--- config.mk ---
export PLATFORM = sky130hd
export DESIGN_NAME = sbp_shadow_wrap
export DESIGN_NICKNAME = d
export VERILOG_FILES = /design/src/rtl/sbp_pkg.sv /design/src/rtl/sbp_ram_model.sv /design/src/rtl/sbp_xor_fold.sv /design/src/rtl/sbp_out_mux.sv /design/src/rtl/sbp_shadow_wrap.sv
export SDC_FILE = /design/constraint.sdc
export NUM_CORES = 2
export LEC_CHECK = 0
export CORE_ASPECT_RATIO = 1.5
export CORE_MARGIN = 1
export CORE_UTILIZATION = 35
export CTS_CLUSTER_DIAMETER = 30
export DETAILED_ROUTE_END_ITERATION = 16
export GPL_TIMING_DRIVEN = 1
export HOLD_SLACK_MARGIN = 0.02
export PLACE_DENSITY = 0.6
export RECOVER_POWER = 100
export SKIP_CTS_REPAIR_TIMING = 1
export SYNTH_ARGS = -nofsm -noshare
export SYNTH_HDL_FRONTEND = slang
export SYNTH_HIERARCHICAL = 1
export SYNTH_SLANG_ARGS = --single-unit
--- constraint.sdc ---
create_clock -name clk -period 3.3 [get_ports clk]
set_clock_uncertainty 0.1 [all_clocks]
set_input_delay 0.33 -clock clk [delete_from_list [all_inputs] [get_ports clk]]
set_output_delay 0.33 -clock clk [all_outputs]
set_load 0.02 [all_outputs]
--- src/rtl/sbp_pkg.sv ---
package sbp_pkg;

    localparam int SBP_DATA_W = 8;
    localparam int SBP_DEPTH  = 512;

    typedef enum logic {
        PATH_RAM    = 1'b0,
        PATH_BYPASS = 1'b1
    } sbp_path_e;

    typedef struct packed {
        logic sel;
        logic wr;
    } sbp_ctl_t;

    function automatic sbp_path_e path_of(input logic scan);
        return scan ? PATH_BYPASS : PATH_RAM;
    endfunction

endpackage

--- src/rtl/sbp_ram_model.sv ---
module sbp_ram_model #(
    parameter int DATA_W = 8,
    parameter int DEPTH  = 512,
    localparam int ADDR_W = $clog2(DEPTH)
) (
    input  logic                  clk,
    input  logic                  rst,
    input  sbp_pkg::sbp_ctl_t     ctl,
    input  logic [ADDR_W-1:0]     addr,
    input  logic [DATA_W-1:0]     wdata,
    output logic [DATA_W-1:0]     q
);
    logic [DATA_W-1:0] mem [DEPTH];

    // Storage array: written only on selected write cycles.
    always_ff @(posedge clk) begin
        if (ctl.sel && ctl.wr) begin
            mem[addr] <= wdata;
        end
    end

    // Read register: cleared by reset, loaded only on selected read cycles.
    always_ff @(posedge clk) begin
        if (rst) begin
            q <= '0;
        end else if (ctl.sel && !ctl.wr) begin
            q <= mem[addr];
        end
    end
endmodule

--- src/rtl/sbp_xor_fold.sv ---
module sbp_xor_fold #(
    parameter int DATA_W = 8,
    parameter int ADDR_W = 9
) (
    input  logic [ADDR_W-1:0] addr,
    input  logic [DATA_W-1:0] wdata,
    output logic [DATA_W-1:0] fold
);
    // Address bit j lands on output j mod DATA_W; only data and address lines enter.
    always_comb begin
        fold = wdata;
        for (int j = 0; j < ADDR_W; j++) begin
            fold[j % DATA_W] = fold[j % DATA_W] ^ addr[j];
        end
    end
endmodule

--- src/rtl/sbp_out_mux.sv ---
module sbp_out_mux #(
    parameter int DATA_W = 8
) (
    input  sbp_pkg::sbp_path_e  path,
    input  logic [DATA_W-1:0]   ram_q,
    input  logic [DATA_W-1:0]   fold,
    output logic [DATA_W-1:0]   rdata
);
    for (genvar i = 0; i < DATA_W; i++) begin : g_bit
        assign rdata[i] = (path == sbp_pkg::PATH_BYPASS) ? fold[i] : ram_q[i];
    end
endmodule

--- src/rtl/sbp_shadow_wrap.sv ---
module sbp_shadow_wrap #(
    parameter int DATA_W = sbp_pkg::SBP_DATA_W,
    parameter int DEPTH  = sbp_pkg::SBP_DEPTH,
    localparam int ADDR_W = $clog2(DEPTH)
) (
    input  logic              clk,
    input  logic              rst,
    input  logic              scan_mode,
    input  logic              cs,
    input  logic              we,
    input  logic [ADDR_W-1:0] addr,
    input  logic [DATA_W-1:0] wdata,
    output logic [DATA_W-1:0] rdata
);
    sbp_pkg::sbp_ctl_t  ctl;
    sbp_pkg::sbp_path_e path;
    logic [DATA_W-1:0]  ram_q;
    logic [DATA_W-1:0]  fold;

    assign ctl.sel = cs;
    assign ctl.wr  = we;
    assign path    = sbp_pkg::path_of(scan_mode);

    sbp_ram_model #(.DATA_W(DATA_W), .DEPTH(DEPTH)) i_ram (
        .clk   (clk),
        .rst   (rst),
        .ctl   (ctl),
        .addr  (addr),
        .wdata (wdata),
        .q     (ram_q)
    );

    sbp_xor_fold #(.DATA_W(DATA_W), .ADDR_W(ADDR_W)) i_fold (
        .addr  (addr),
        .wdata (wdata),
        .fold  (fold)
    );

    sbp_out_mux #(.DATA_W(DATA_W)) i_mux (
        .path  (path),
        .ram_q (ram_q),
        .fold  (fold),
        .rdata (rdata)
    );
endmodule

# After elaboration in Yosys (flattened, before gate mapping)
# Memory sizes are Yosys's and may differ from the RTL's. A register that Yosys moved wholly into a read port is not among the register bits.
# Index checks and enable logic that the tools add are counted.
# W data, S select, Z words.
# word_totals
wordCells	24
regBits	0
input_bits	22
mem_bits_rw	4096
n_memories	1
output_inout_bits	8
# classes
bitwise_logic	9
n_mux	11
reduce_logical	3
# mem_list
name	depth	word_bits	read_ports	rd_ports_with_merged_regs	wr	line	rtl
i_ram.mem	512	8	1	1	1	sbp_ram_model.sv:13	logic [DATA_W-1:0] mem [DEPTH];
# ops
cell	n
$mux W1	11
$xor A1 B1 Y1	9
$logic_and A1 B1 Y1	2
$logic_not A1 Y1	1

# Longest topological paths before layout
# logic_depth
ltp_word	3
mapped_depth	13
depth_no_buf	7

# Modules after synthesis
# Netlist, hierarchy kept.
# modules_own_cells
mod	instances	seq_area_each_um2	cells_each	area_each_um2
sbp_ram_model	1	123158.1	7496	159291.5
sbp_out_mux	1	0.0	9	131.4
sbp_xor_fold	1	0.0	8	85.1

# Worst setup path after synthesis
# Ideal clock, no wire load.
# synth_timing
path_kind	input to register
start	input addr[0]
end	memory i_ram.mem[64][0], enable pin
setup_time_ps	370
n_path_buf	8
stages	11
t_arrival_ps	2539
required_time_ps	2830
slack_ps	291
cell_sequence	buf_6 buf_6 buf_6 buf_4 buf_6 buf_4 buf_4 nor3_1 nand2_1 clkbuf_1 nor2_1
# synth_lines
item	line	rtl
start: declaration	sbp_shadow_wrap.sv:11	input logic [ADDR_W-1:0] addr,
end: declaration	sbp_ram_model.sv:13	
# Straight into the memory's write port.

# Worst setup path in the final report
# layout_timing
start	input addr[3]
end	memory i_ram.mem[246][2], enable pin
# Straight into the memory's write port.

==> run_results.csv <==
group,metric,value,unit
synth,syn-num-nets,7535,
synth,syn-instance-count,7513,
timing,clock.fmax,289,MHz
synth,synth_adder_area_share,0,%
synth,async_flop_share,0,%
critical_path,end_kind,"flip-flop",
place,gp_congestion,0.992,
pwr,swShare,22.7,%
pwr,p_int,92.9,mW
detailed_routing,drc,0,
synth,synthXorXnorAreaFrac,0.0533,%
floorplan,num_rows,303,
clocking,clockBufferDepth,4,
timing,worst_pin_slew,2.90,ns
grt,track_usage,22.9,%
synth,synth-compound-area-share,2.37,%
grt,grt_max_degree,221,
grt,first_global_vias,89554,
detailed_routing,wire_per_inst,33.9,microns
detailed_routing,ant_nets,0,
synth,yosys.area.top_type,"edfxtp_1",
timing,setup_ws,-0.158,ns
detailed_routing,dr.first_iter.drc_count,9731,
timing,setup_viol,781,
place,dp_hpwl,371000,microns
clocking,cts_max_level,5,
timing,timing.final.crit_share,105,%
critical_path,path_max_fanout,23,
clocking,cts_tree,"done",
synth,yosysTopAreaCellShare,77.1,%
synth,synthMuxAreaShare,15.8,%
clocking,cts_buffers,484,
timing,slew_viol_final,2977,
clocking,root_buffer,"clkbuf_16",
timing,finalHoldViolCount,0,
detailed_routing,avgViaCountPerCell,5.52,
clocking,clkTransAtPathRegs,0.06,ns
timing,maxSlewHeadroom,-93.2,%
pwr,power_frac_clock,46.8,%
job,maxCapViolCount,39,
pwr,p_comb_share,5.4,%
clocking,clock_sinks,4104,
critical_path,start_kind,"primary input",
final_layout,n_fill_cell,39056,
min_path,min_path_type,"primary input to flip-flop",
floorplan,start_util,35.1,%
timing,setup_tns,-50.89,ns
synth,ys_seq_area_share,77.2,%
synth,synth-seq-cells,4104,
synth,yosys_warnings,6,
synth,synth-edff-count,4096,
detailed_routing,vias,86699,
synth,synth-simple-area-share,2.88,%
pwr,p_leak,62.9,nW
critical_path,critical_path_required,3.89,ns
pwr,switchingPower,27.3,mW
timing,period_needed,3.46,ns
grt,antenna_found_initial,26,
floorplan,io_pins,30,
pwr,power_frac_seq,47.8,%
grt,gr-total-overflow,0,
grt,grt_pass1_wl,729000,microns
place,port_buffers,29,
detailed_routing,wirelength,532000,microns
critical_path,critPathKind,"primary input to flip-flop",
clocking,insertion_delay,1.06,ns
critical_path,cp.arrival,4.05,ns
floorplan,die_w,553,microns
pwr,power_density,617,nW/um^2
synth,synth_top_family_by_area,"multiplexers",
floorplan,dieArea,458000,sq um
final_layout,drive_above_1_share,32.4,%
synth,synth_area,160000,sq um
final_layout,nNetsFinal,9324,
outcome,violations,"max-capacitance violations, max-slew violations, negative setup slack",
floorplan,core,454000,sq um
synth,synth.distinct_cells,71,
final_layout,final_util,42.9,%
timing,rsz0062_at_grt,"no",
outcome,outcome,"complete, but fails checks",
synth,ys.flop_type,"edfxtp_1",
synth,synthTopCellsByArea,"edfxtp_1, mux4_2, mux2i_1",
floorplan,die_h,829,microns
pwr,peakVddDrop,0.530,mV
final_layout,area_delta_synth_final,22.1,%
detailed_routing,drt-pass1-iter-count,6,
synth,syn-mean-instance-area,21.2,sq um
-- cells in the final DEF, fill, tap and decap left out, types with 52 or more instances in the layout --
master | synthesis | routed
inv_6 | 0 | 77
buf_4 | 99 | 794
clkbuf_1 | 188 | 518
nor2_1 | 563 | 558
nand3_1 | 79 | 79
a22oi_1 | 110 | 110
clkinv_4 | 0 | 52
mux4_2 | 965 | 965
clkbuf_2 | 0 | 259
buf_12 | 0 | 146
clkbuf_16 | 0 | 491
a32oi_1 | 54 | 54
edfxtp_1 | 4096 | 4096
mux2i_1 | 330 | 323
bufinv_16 | 0 | 66
nand2_1 | 279 | 273
a21oi_1 | 65 | 65
-- worst max-delay path: stages --
cell and delay, ns:
buf_6 0.15, buf_4 0.25, buf_4 0.26, nor2b_4 0.20, buf_12 0.17, clkbuf_1 0.64
clkbuf_1 0.81, nand2_4 0.18, buf_6 0.31, nor2_1 0.31, clkbuf_2 0.23
-- final timing paths --
path,from,endpoint,slack (ns),depth (start not counted)
worst min register to register,i_ram/q[1],i_ram/q[1],0.42,2
worst min-delay path,wdata[4],i_ram/mem[126][4],0.19,2
worst max register to register,i_ram/mem[83][0],i_ram/q[0],-0.02,9
worst max-delay path,addr[3],i_ram/mem[246][2],-0.16,11
-- per-stage QoR --
stage	instance area [sq um]	hold WS [ns]	power (mW)	setup slack (ns)	std cells
2_1_floorplan	160000	0.329	61.1	0.291	7513
3_3_place_gp	181000	0.398	64.9	-1.48	14755
3_5_place_dp	181000	0.405	65.0	-1.47	14755
4_1_cts	198000	-0.450	121	-0.495	15660
5_1_grt	195000	0.175	123	0.0180	15679
6_report	195000	0.195	120	-0.158	15698
-- cells in the mapped netlist (4+ instances only) --
| cell | number |
|---|---|
| a2111oi_0 | 7 |
| a211oi_1 | 8 |
| a21oi_1 | 65 |
| a221oi_1 | 23 |
| a22o_1 | 20 |
| a22oi_1 | 110 |
| a311oi_1 | 20 |
| a31oi_1 | 31 |
| a32o_1 | 15 |
| a32oi_1 | 54 |
| a41oi_1 | 4 |
| and2_1 | 11 |
| and3_1 | 15 |
| and4_1 | 4 |
| buf_1 | 23 |
| buf_2 | 135 |
| buf_4 | 99 |
| buf_6 | 35 |
| clkbuf_1 | 188 |
| dfxtp_1 | 8 |
| edfxtp_1 | 4096 |
| mux2_2 | 11 |
| mux2_4 | 8 |
| mux2i_1 | 330 |
| mux4_2 | 965 |
| nand2_1 | 279 |
| nand2b_1 | 10 |
| nand3_1 | 79 |
| nand4_1 | 22 |
| nor2_1 | 563 |
| nor2b_1 | 15 |
| nor3_1 | 53 |
| nor4_1 | 15 |
| o2111ai_1 | 13 |
| o211ai_1 | 7 |
| o21ai_0 | 51 |
| o221ai_1 | 4 |
| o22ai_1 | 41 |
| o311ai_0 | 4 |
| o31ai_1 | 4 |
| o32ai_1 | 10 |
| or3_1 | 4 |
| xor2_1 | 7 |
-- layer usage --
layer  wire (microns)  part of all wire (%)  up-vias  track usage [%]
li1                 -                     -    35127                -
met1           178000                    33    46309             25.3
met2           272000                    51     4064             40.1
met3            34800                   6.6     1193             3.43
met4            46800                   8.8        6             16.8
met5               69                 0.013        -           0.0726
-- state kept, by name, summed over array words and instances (netlist names) --
register	cells
i_ram/q	8
i_ram/mem	4096
-- logic make-up (layout without fill, tap and decap cells) --
family,after synthesis,after routing
mux,1314,1314
buf+inv,484,2692
flops,4104,4104
other cells,0,30
simple gates,1088,1088
compound gates,515,515
xor+xnor,8,8
-- area by class of cell --
type                    instances  area, sq um  area share, %
multi-input cells            2925        34000           17.4
diodes                         30         75.1         0.0386
clock buffers                 521        12400           6.38
clock inverters               384         4740           2.44
repair buffers               1783        12900           6.61
flip-flops and latches       4104       123000           63.3
inverters                       4         27.5         0.0141
well taps                    5947         7440           3.82
-- power by group through the flow --
stage / Clock, mW / Sequential, mW / Combinational (mW)
after global placement: 0 / 58.5 / 6.42
after detailed placement: 0 / 58.5 / 6.50
after CTS: 56.8 / 57.4 / 6.52
final: 56.2 / 57.5 / 6.45
after global routing: 58.7 / 57.4 / 6.57
after floorplan: 0 / 58.5 / 2.63
No activity file was read; power rests on OpenSTA's default activity.
